--- src/rtl/sdh_ins_pkg.sv ---
package sdh_ins_pkg;
    localparam int unsigned FR_ROWS = 9;
    localparam int unsigned FR_COLS = 270;
    localparam int unsigned FR_TOH  = 9;

    localparam logic [7:0] A1_BYTE    = 8'hF6;
    localparam logic [7:0] A2_BYTE    = 8'h28;
    localparam logic [7:0] C1_DEFAULT = 8'h01;
    localparam logic [7:0] CAT_H1     = 8'h93;
    localparam logic [7:0] CAT_H2     = 8'hFF;
    localparam logic [1:0] SS_DEFAULT = 2'b10;
    localparam logic [3:0] NDF_NORMAL = 4'b0110;

    typedef enum logic [1:0] {
        TM_FREE = 2'd0,
        TM_EXT  = 2'd1,
        TM_BUS  = 2'd2
    } tmode_e;

    typedef struct packed {
        logic [7:0] data;
        logic       oe;
        logic       c1j1;
        logic       spe;
        logic       par;
    } addbyte_t;
endpackage

--- src/rtl/sdh_ins_timer.sv ---
module sdh_ins_timer
    import sdh_ins_pkg::*;
#(
    parameter int unsigned ROWS   = FR_ROWS,
    parameter int unsigned COLS   = FR_COLS,
    parameter int unsigned ROW_W  = $clog2(ROWS),
    parameter int unsigned COL_W  = $clog2(COLS),
    parameter int unsigned C1_ROW = 0,
    parameter int unsigned C1_COL = 6
) (
    input  logic             clk,
    input  logic             rst_n,
    input  logic [1:0]       mode,
    input  logic             ext_fp,
    input  logic [ROW_W-1:0] off_row,
    input  logic [COL_W-1:0] off_col,
    input  logic             bus_c1j1,
    input  logic             bus_spe,
    output logic [ROW_W-1:0] row,
    output logic [COL_W-1:0] col
);
    typedef struct packed {
        logic [ROW_W-1:0] row;
        logic [COL_W-1:0] col;
    } pos_t;

    pos_t pos_d, pos_q;

    always_comb begin
        pos_d = pos_q;
        if (pos_q.col == COL_W'(COLS - 1)) begin
            pos_d.col = '0;
            pos_d.row = (pos_q.row == ROW_W'(ROWS - 1)) ? '0 : pos_q.row + 1'b1;
        end else begin
            pos_d.col = pos_q.col + 1'b1;
        end
        if (mode == TM_EXT && ext_fp) begin
            pos_d.row = off_row;
            pos_d.col = off_col;
        end else if (mode == TM_BUS && bus_c1j1 && !bus_spe) begin
            pos_d.row = ROW_W'(C1_ROW);
            pos_d.col = COL_W'(C1_COL);
        end
    end

    always_ff @(posedge clk or negedge rst_n) begin
        if (!rst_n) pos_q <= '0;
        else        pos_q <= pos_d;
    end

    assign row = pos_q.row;
    assign col = pos_q.col;


    pos_range_chk: assert property (@(posedge clk) disable iff (!rst_n)
        (pos_q.col < COL_W'(COLS)) && (pos_q.row < ROW_W'(ROWS)));


    free_wrap_chk: assert property (@(posedge clk) disable iff (!rst_n)
        (mode == TM_FREE && pos_q.col == COL_W'(COLS - 1)) |=> (pos_q.col == '0));


    ext_load_chk: assert property (@(posedge clk) disable iff (!rst_n)
        (mode == TM_EXT && ext_fp) |=>
            (pos_q.row == $past(off_row) && pos_q.col == $past(off_col)));


    bus_load_chk: assert property (@(posedge clk) disable iff (!rst_n)
        (mode == TM_BUS && bus_c1j1 && !bus_spe) |=>
            (pos_q.row == ROW_W'(C1_ROW) && pos_q.col == COL_W'(C1_COL)));
endmodule

--- src/rtl/sdh_ins_byte_gen.sv ---
module sdh_ins_byte_gen
    import sdh_ins_pkg::*;
#(
    parameter int unsigned ROW_W    = 4,
    parameter int unsigned COL_W    = 9,
    parameter int unsigned TOH_COLS = FR_TOH,
    parameter int unsigned PTR_ROW  = 3,
    parameter logic [9:0]  PTR_VAL  = 10'd0
) (
    input  logic             clk,
    input  logic             rst_n,
    input  logic [ROW_W-1:0] row,
    input  logic [COL_W-1:0] col,
    input  logic             cfg_c1_prog,
    input  logic [7:0]       cfg_c1_val,
    input  logic             cfg_ss_prog,
    input  logic [1:0]       cfg_ss_val,
    input  logic             cfg_unused_hiz,
    input  logic             cfg_par_all,
    input  logic             pl_valid,
    input  logic [7:0]       pl_data,
    output logic             pl_ready,
    output addbyte_t         out
);
    addbyte_t   out_d, out_q;
    logic       in_spe;
    logic [7:0] c1_base;
    logic [1:0] ss_bits;

    always_comb begin
        in_spe  = (col >= COL_W'(TOH_COLS));
        c1_base = cfg_c1_prog ? cfg_c1_val : C1_DEFAULT;
        ss_bits = cfg_ss_prog ? cfg_ss_val : SS_DEFAULT;
        out_d   = '0;
        if (in_spe) begin
            out_d.data = pl_valid ? pl_data : 8'h00;
            out_d.oe   = 1'b1;
            out_d.spe  = 1'b1;
            out_d.c1j1 = (row == ROW_W'(PTR_ROW)) && (col == COL_W'(TOH_COLS));
        end else if (row == '0) begin
            out_d.oe = 1'b1;
            if (col < COL_W'(3))      out_d.data = A1_BYTE;
            else if (col < COL_W'(6)) out_d.data = A2_BYTE;
            else                      out_d.data = c1_base + 8'(col) - 8'd6;
            out_d.c1j1 = (col == COL_W'(6));
        end else if (row == ROW_W'(PTR_ROW) && col < COL_W'(6)) begin
            out_d.oe = 1'b1;
            if (col == '0)            out_d.data = {NDF_NORMAL, ss_bits, PTR_VAL[9:8]};
            else if (col < COL_W'(3)) out_d.data = CAT_H1;
            else if (col == COL_W'(3)) out_d.data = PTR_VAL[7:0];
            else                      out_d.data = CAT_H2;
        end else begin
            out_d.oe = !cfg_unused_hiz;
        end
        out_d.par = cfg_par_all ? ~^{out_d.data, out_d.c1j1, out_d.spe} : ~^out_d.data;
    end

    always_ff @(posedge clk or negedge rst_n) begin
        if (!rst_n) out_q <= '0;
        else        out_q <= out_d;
    end

    assign pl_ready = in_spe;
    assign out      = out_q;


    ready_spe_chk: assert property (@(posedge clk) disable iff (!rst_n)
        pl_ready |=> out_q.spe);


    par_all_chk: assert property (@(posedge clk) disable iff (!rst_n)
        ($past(rst_n) && $past(cfg_par_all)) |->
            (^{out_q.data, out_q.c1j1, out_q.spe, out_q.par}));


    par_data_chk: assert property (@(posedge clk) disable iff (!rst_n)
        ($past(rst_n) && !$past(cfg_par_all)) |-> (^{out_q.data, out_q.par}));


    undriven_zero_chk: assert property (@(posedge clk) disable iff (!rst_n)
        !out_q.oe |-> (out_q.data == 8'h00 && !out_q.spe && !out_q.c1j1));
endmodule

--- src/rtl/sdh_ins_wdog.sv ---
module sdh_ins_wdog #(
    parameter int unsigned LIMIT     = 16,
    parameter bit          RISE_ONLY = 1'b0,
    parameter int unsigned CNT_W     = $clog2(LIMIT + 1)
) (
    input  logic clk,
    input  logic rst_n,
    input  logic en,
    input  logic sig,
    output logic alarm
);
    typedef struct packed {
        logic             prev;
        logic [CNT_W-1:0] cnt;
    } wd_t;

    wd_t  wd_d, wd_q;
    logic seen;

    always_comb begin
        seen      = RISE_ONLY ? (sig && !wd_q.prev) : (sig ^ wd_q.prev);
        wd_d.prev = sig;
        if (!en || seen)                    wd_d.cnt = '0;
        else if (wd_q.cnt == CNT_W'(LIMIT)) wd_d.cnt = wd_q.cnt;
        else                                wd_d.cnt = wd_q.cnt + 1'b1;
    end

    always_ff @(posedge clk or negedge rst_n) begin
        if (!rst_n) wd_q <= '0;
        else        wd_q <= wd_d;
    end

    assign alarm = (wd_q.cnt == CNT_W'(LIMIT));


    edge_clears_chk: assert property (@(posedge clk) disable iff (!rst_n)
        (en && seen) |=> !alarm);


    idle_quiet_chk: assert property (@(posedge clk) disable iff (!rst_n)
        !en |=> !alarm);
endmodule

--- src/rtl/sdh_toh_inserter.sv ---
module sdh_toh_inserter
    import sdh_ins_pkg::*;
#(
    parameter int unsigned ROWS      = FR_ROWS,
    parameter int unsigned COLS      = FR_COLS,
    parameter int unsigned TOH_COLS  = FR_TOH,
    parameter int unsigned CLK_LIMIT = 16,
    parameter int unsigned ROW_W     = $clog2(ROWS),
    parameter int unsigned COL_W     = $clog2(COLS)
) (
    input  logic             clk,
    input  logic             rst_n,
    input  logic [1:0]       cfg_tmode,
    input  logic [ROW_W-1:0] cfg_off_row,
    input  logic [COL_W-1:0] cfg_off_col,
    input  logic             cfg_c1_prog,
    input  logic [7:0]       cfg_c1_val,
    input  logic             cfg_ss_prog,
    input  logic [1:0]       cfg_ss_val,
    input  logic             cfg_unused_hiz,
    input  logic             cfg_par_all,
    input  logic             ext_fp,
    input  logic             bus_clk_smp,
    input  logic             bus_c1j1,
    input  logic             bus_spe,
    input  logic             pl_valid,
    input  logic [7:0]       pl_data,
    output logic             pl_ready,
    output logic             add_clk,
    output logic             add_c1j1,
    output logic             add_spe,
    output logic [7:0]       add_data,
    output logic             add_data_oe,
    output logic             add_par,
    output logic             add_en,
    output logic             alm_clk_loss,
    output logic             alm_mk_loss
);
    localparam int unsigned MK_LIMIT = 2 * ROWS * COLS;

    logic [ROW_W-1:0] row;
    logic [COL_W-1:0] col;
    addbyte_t         ob;
    logic             slaved;

    assign slaved = (cfg_tmode == TM_BUS);

    sdh_ins_timer #(.ROWS(ROWS), .COLS(COLS), .ROW_W(ROW_W), .COL_W(COL_W)) u_timer (
        .clk(clk), .rst_n(rst_n), .mode(cfg_tmode), .ext_fp(ext_fp),
        .off_row(cfg_off_row), .off_col(cfg_off_col),
        .bus_c1j1(bus_c1j1), .bus_spe(bus_spe), .row(row), .col(col)
    );

    sdh_ins_byte_gen #(.ROW_W(ROW_W), .COL_W(COL_W), .TOH_COLS(TOH_COLS)) u_gen (
        .clk(clk), .rst_n(rst_n), .row(row), .col(col),
        .cfg_c1_prog(cfg_c1_prog), .cfg_c1_val(cfg_c1_val),
        .cfg_ss_prog(cfg_ss_prog), .cfg_ss_val(cfg_ss_val),
        .cfg_unused_hiz(cfg_unused_hiz), .cfg_par_all(cfg_par_all),
        .pl_valid(pl_valid), .pl_data(pl_data), .pl_ready(pl_ready), .out(ob)
    );

    sdh_ins_wdog #(.LIMIT(CLK_LIMIT), .RISE_ONLY(1'b0)) u_clk_wd (
        .clk(clk), .rst_n(rst_n), .en(slaved), .sig(bus_clk_smp), .alarm(alm_clk_loss)
    );

    sdh_ins_wdog #(.LIMIT(MK_LIMIT), .RISE_ONLY(1'b1)) u_mk_wd (
        .clk(clk), .rst_n(rst_n), .en(slaved), .sig(bus_c1j1), .alarm(alm_mk_loss)
    );

    assign add_clk     = clk;
    assign add_data    = ob.data;
    assign add_data_oe = ob.oe;
    assign add_en      = ob.oe;
    assign add_c1j1    = ob.c1j1;
    assign add_spe     = ob.spe;
    assign add_par     = ob.par;
endmodule

--- config.mk ---
export PLATFORM = sky130hd
export DESIGN_NAME = sdh_toh_inserter
export DESIGN_NICKNAME = d
export VERILOG_FILES = /design/src/rtl/sdh_ins_pkg.sv /design/src/rtl/sdh_ins_timer.sv /design/src/rtl/sdh_ins_byte_gen.sv /design/src/rtl/sdh_ins_wdog.sv /design/src/rtl/sdh_toh_inserter.sv
export SDC_FILE = /design/constraint.sdc
export NUM_CORES = 1
export LEC_CHECK = 0
export ABC_AREA = 1
export BUFFER_PORTS_ARGS = -buffer_cell sky130_fd_sc_hd__buf_4
export CAP_MARGIN = 5
export CORE_MARGIN = 4
export CORE_UTILIZATION = 62
export DETAILED_ROUTE_END_ITERATION = 7
export PLACE_DENSITY_LB_ADDON = 0.1
export SLEW_MARGIN = 20
export SYNTH_ARGS = -nofsm -noshare
export SYNTH_HDL_FRONTEND = slang
export SYNTH_HIERARCHICAL = 1
export SYNTH_SLANG_ARGS = --single-unit
--- constraint.sdc ---
create_clock -name clk -period 5.4 [get_ports clk]
set_input_delay 0.81 -clock clk [delete_from_list [all_inputs] [get_ports clk]]
set_output_delay 0.81 -clock clk [all_outputs]
set_load 0.02 [all_outputs]
==> results_dict.tcl <==
set metrics [dict create \
    ys_ff_latch 45 \
    wire_per_inst_um 12.43 \
    arrival_ps 3070 \
    cp_data_required_time_ps 4590 \
    ir_worst_vdd_mv 0.3142 \
    io_pins 61 \
    die-area_mm2 0.007519 \
    cp-start-kind "clock port" \
    cts_tree "built" \
    setup_tns_ps 0 \
    relSlewSlack_pct 52.44 \
    cts_setup_buffers 0 \
    ys_seq_area_share_pct 29.32 \
    drc 0 \
    max_slew.worst_pin.slew_ps 710.8 \
    syn_area_mm2 0.003841 \
    cp_max_fo 2 \
    power_uw 1765 \
    synth-adder-area-share_pct 7.362 \
    synth_simple_gate_area_share_pct 47.43 \
    initial_core_util_pct 64.50 \
    crit_path_end_kind "output pin" \
    synth_compound_area_share_pct 3.420 \
    placed_cell_area_mm2 0.004325 \
    viasPerCell 5.402 \
    place.gp.congestion 0.8697 \
    holdBufCountCts 0 \
    finClkSkew_ps 3.358 \
    async_reset_ff_share_pct 100.0 \
    clk_pin_slew_worst_paths_ps 90 \
    avgSynthCellArea_um2 6.555 \
    ant_nets 0 \
    syn_inst 586 \
    layout-drive-gt1-share_pct 21.42 \
    cpMostUsedCell "clkbuf_8" \
    synth_nets 652 \
    hold_viol 0 \
    p_per_area_mw_per_mm2 396.1 \
    synth_top_area_share_pct 29.32 \
    critPathKind "clk2out" \
    ys.flop_type "dfrtp_1" \
    crit_family "buffers and inverters" \
    hpwl_um 6847 \
    hp-class "in2async" \
    run_status "completed" \
    synth_most_common_cell "nand2_1" \
    dr.pass1.iters 6 \
    port_buffers 60 \
    setup_viol 0 \
    grt_max_degree 46 \
    grt_pass1_vias 3657 \
    dieWidth_um 86.71 \
    clk_latency_ps 410 \
    num_vias 3911 \
    crit_chain "clkbuf_8, clkbuf_8, buf_4" \
    grt_pass1_wl_um 15650 \
    synth_common_cells "nand2_1 (196), inv_1 (85), nand3_1 (68)" \
    coreArea_mm2 0.005956 \
    grt_use_total_pct 25.95 \
    area_growth_pct 16.03 \
    synth_cell_types 35 \
    antenna_found_initial 0 \
    synth_mux_area_share_pct 0 \
    cts_resized 0 \
    wirelength_um 8999 \
    synth_xor_area_share_pct 1.368 \
    design_area_mm2 0.004457 \
    synthTopCellsByArea "dfrtp_1 (29%), nand2_1 (19%), nand3_1 (8.9%), inv_1 (8.3%), ha_1 (6.8%)" \
    die_h_um 86.71 \
    row_count 28 \
    timing.critical_path.buf_inv 3 \
    yosys_warnings 6 \
    antenna_cells 0 \
    worst_path_largest_cell_delay_ps 150 \
    grt.overflow.total 0 \
    utilization_pct 74.83 \
    maxCapViolCount 0 \
    cp_slowest_cell "buf_4" \
    fin_nets 714 \
    slew_viol_final 0 \
    synth_edf_count 0 \
    drt_first_iter_violations 210 \
    synth_top_family_by_area "simple AND/OR/NAND/NOR gates" \
    p_leak_uw 0.002517 \
    rsz0062_at_grt "no" \
    yosys.area.top_type "dfrtp_1" \
]
==> worst register-to-register path, stage by stage, from the launching register on <==
cell     delay (ps)
dfrtp_1         570
inv_1           180
ha_1            310
inv_1            40
ha_1            360
nand2_1          90
nand2_1          70
nand2_1         100
nand3_1          90
nand2_1          60
nand3_1          80
nand2_1          70
nand2_1          80
nand2_2          90
nand2_1          80
nand2_1         110
nand2_2          80
nand2_1          80
nand2_1          60
nand2_1          60
nand2_1          50
nand2_1          50
nand2_1          50
==> path summary, 6_finish.rpt <==
path	start	to	slack, ps	cells past startpoint
hold reg to reg	u_clk_wd/wd_q[4]$_DFFE_PN0P_	u_clk_wd/wd_q[4]$_DFFE_PN0P_	560	2
setup reg to reg	u_timer/col[3]$_DFF_PN0_	u_gen/out[0]$_DFF_PN0_	2480	22
hold / removal	rst_n	u_clk_wd/wd_q[2]$_DFFE_PN0P_	380	1
setup / recovery	clk	add_clk	1520	3
max in group asynchronous	rst_n	u_mk_wd/wd_q[5]$_DFFE_PN0P_	4630	1
min in group clk	bus_clk_smp	u_clk_wd/wd_q[5]$_DFF_PN0_	520	1
==> state kept, by name (all words and copies together), names as in the netlist <==
signal and cells:
u_mk_wd/wd_q 14, u_gen/out 12, u_timer/col 9, u_clk_wd/wd_q 6, u_timer/row 4
==> kinds of logic after synthesis <==
logic type	Yosys count
adder cells (fa/ha/maj)	22
buffers and inverters	104
AND/OR/NAND/NOR	388
XOR/XNOR	6
AO/OA/AOI/OAI	21
flip-flops	45
==> per-layer routing <==
layer / global-route usage (%) / part of all wire, % / vias up
li1: - / - / 1956
met4: 10.06 / 1.9 / 0
met2: 43.88 / 48 / 162
met5: 0 / 0 / -
met1: 32.10 / 44 / 1772
met3: 5.894 / 6.8 / 21
==> layout make-up <==
cell class              instances  area, um2
inverters                      96      366.6
well taps                      75      93.84
clock inverters                 3      21.27
clock buffers                   9      117.6
multi-input cells             437       2288
flip-flops and latches         45       1126
fillers                       495       1499
repair buffers                 59      442.9
==> through the flow <==
step,worst slack (ps),cells,hold slack (ps)
detailed placement,1756,713,536.1
global placement,1756,713,527.1
finish,1518,724,383.4
floorplan,1756,586,504.6
global route,1508,724,427.3
CTS,1513,724,405.0
==> placed cells by master (no fill, tap or decap), drive strengths merged <==
| master | n |
|---|---|
| a21o | 1 |
| a21oi | 10 |
| a32o | 1 |
| buf | 60 |
| clkbuf | 8 |
| clkinv | 2 |
| clkinvlp | 1 |
| dfrtp | 45 |
| fa | 1 |
| ha | 21 |
| inv | 96 |
| nand2 | 216 |
| nand3 | 74 |
| nand3b | 2 |
| nand4 | 15 |
| nor2 | 67 |
| nor3 | 6 |
| nor4 | 2 |
| o2111ai | 1 |
| o21ai | 8 |
| or2 | 6 |
| xnor2 | 2 |
| xor2 | 4 |
==> report_power, final <==
part	switching [uW]	total [uW]	internal, uW
logic	610	971	361
clock network	147	295	148
registers	99.4	499	399
Note: power is estimated with default switching activity, not from simulation.
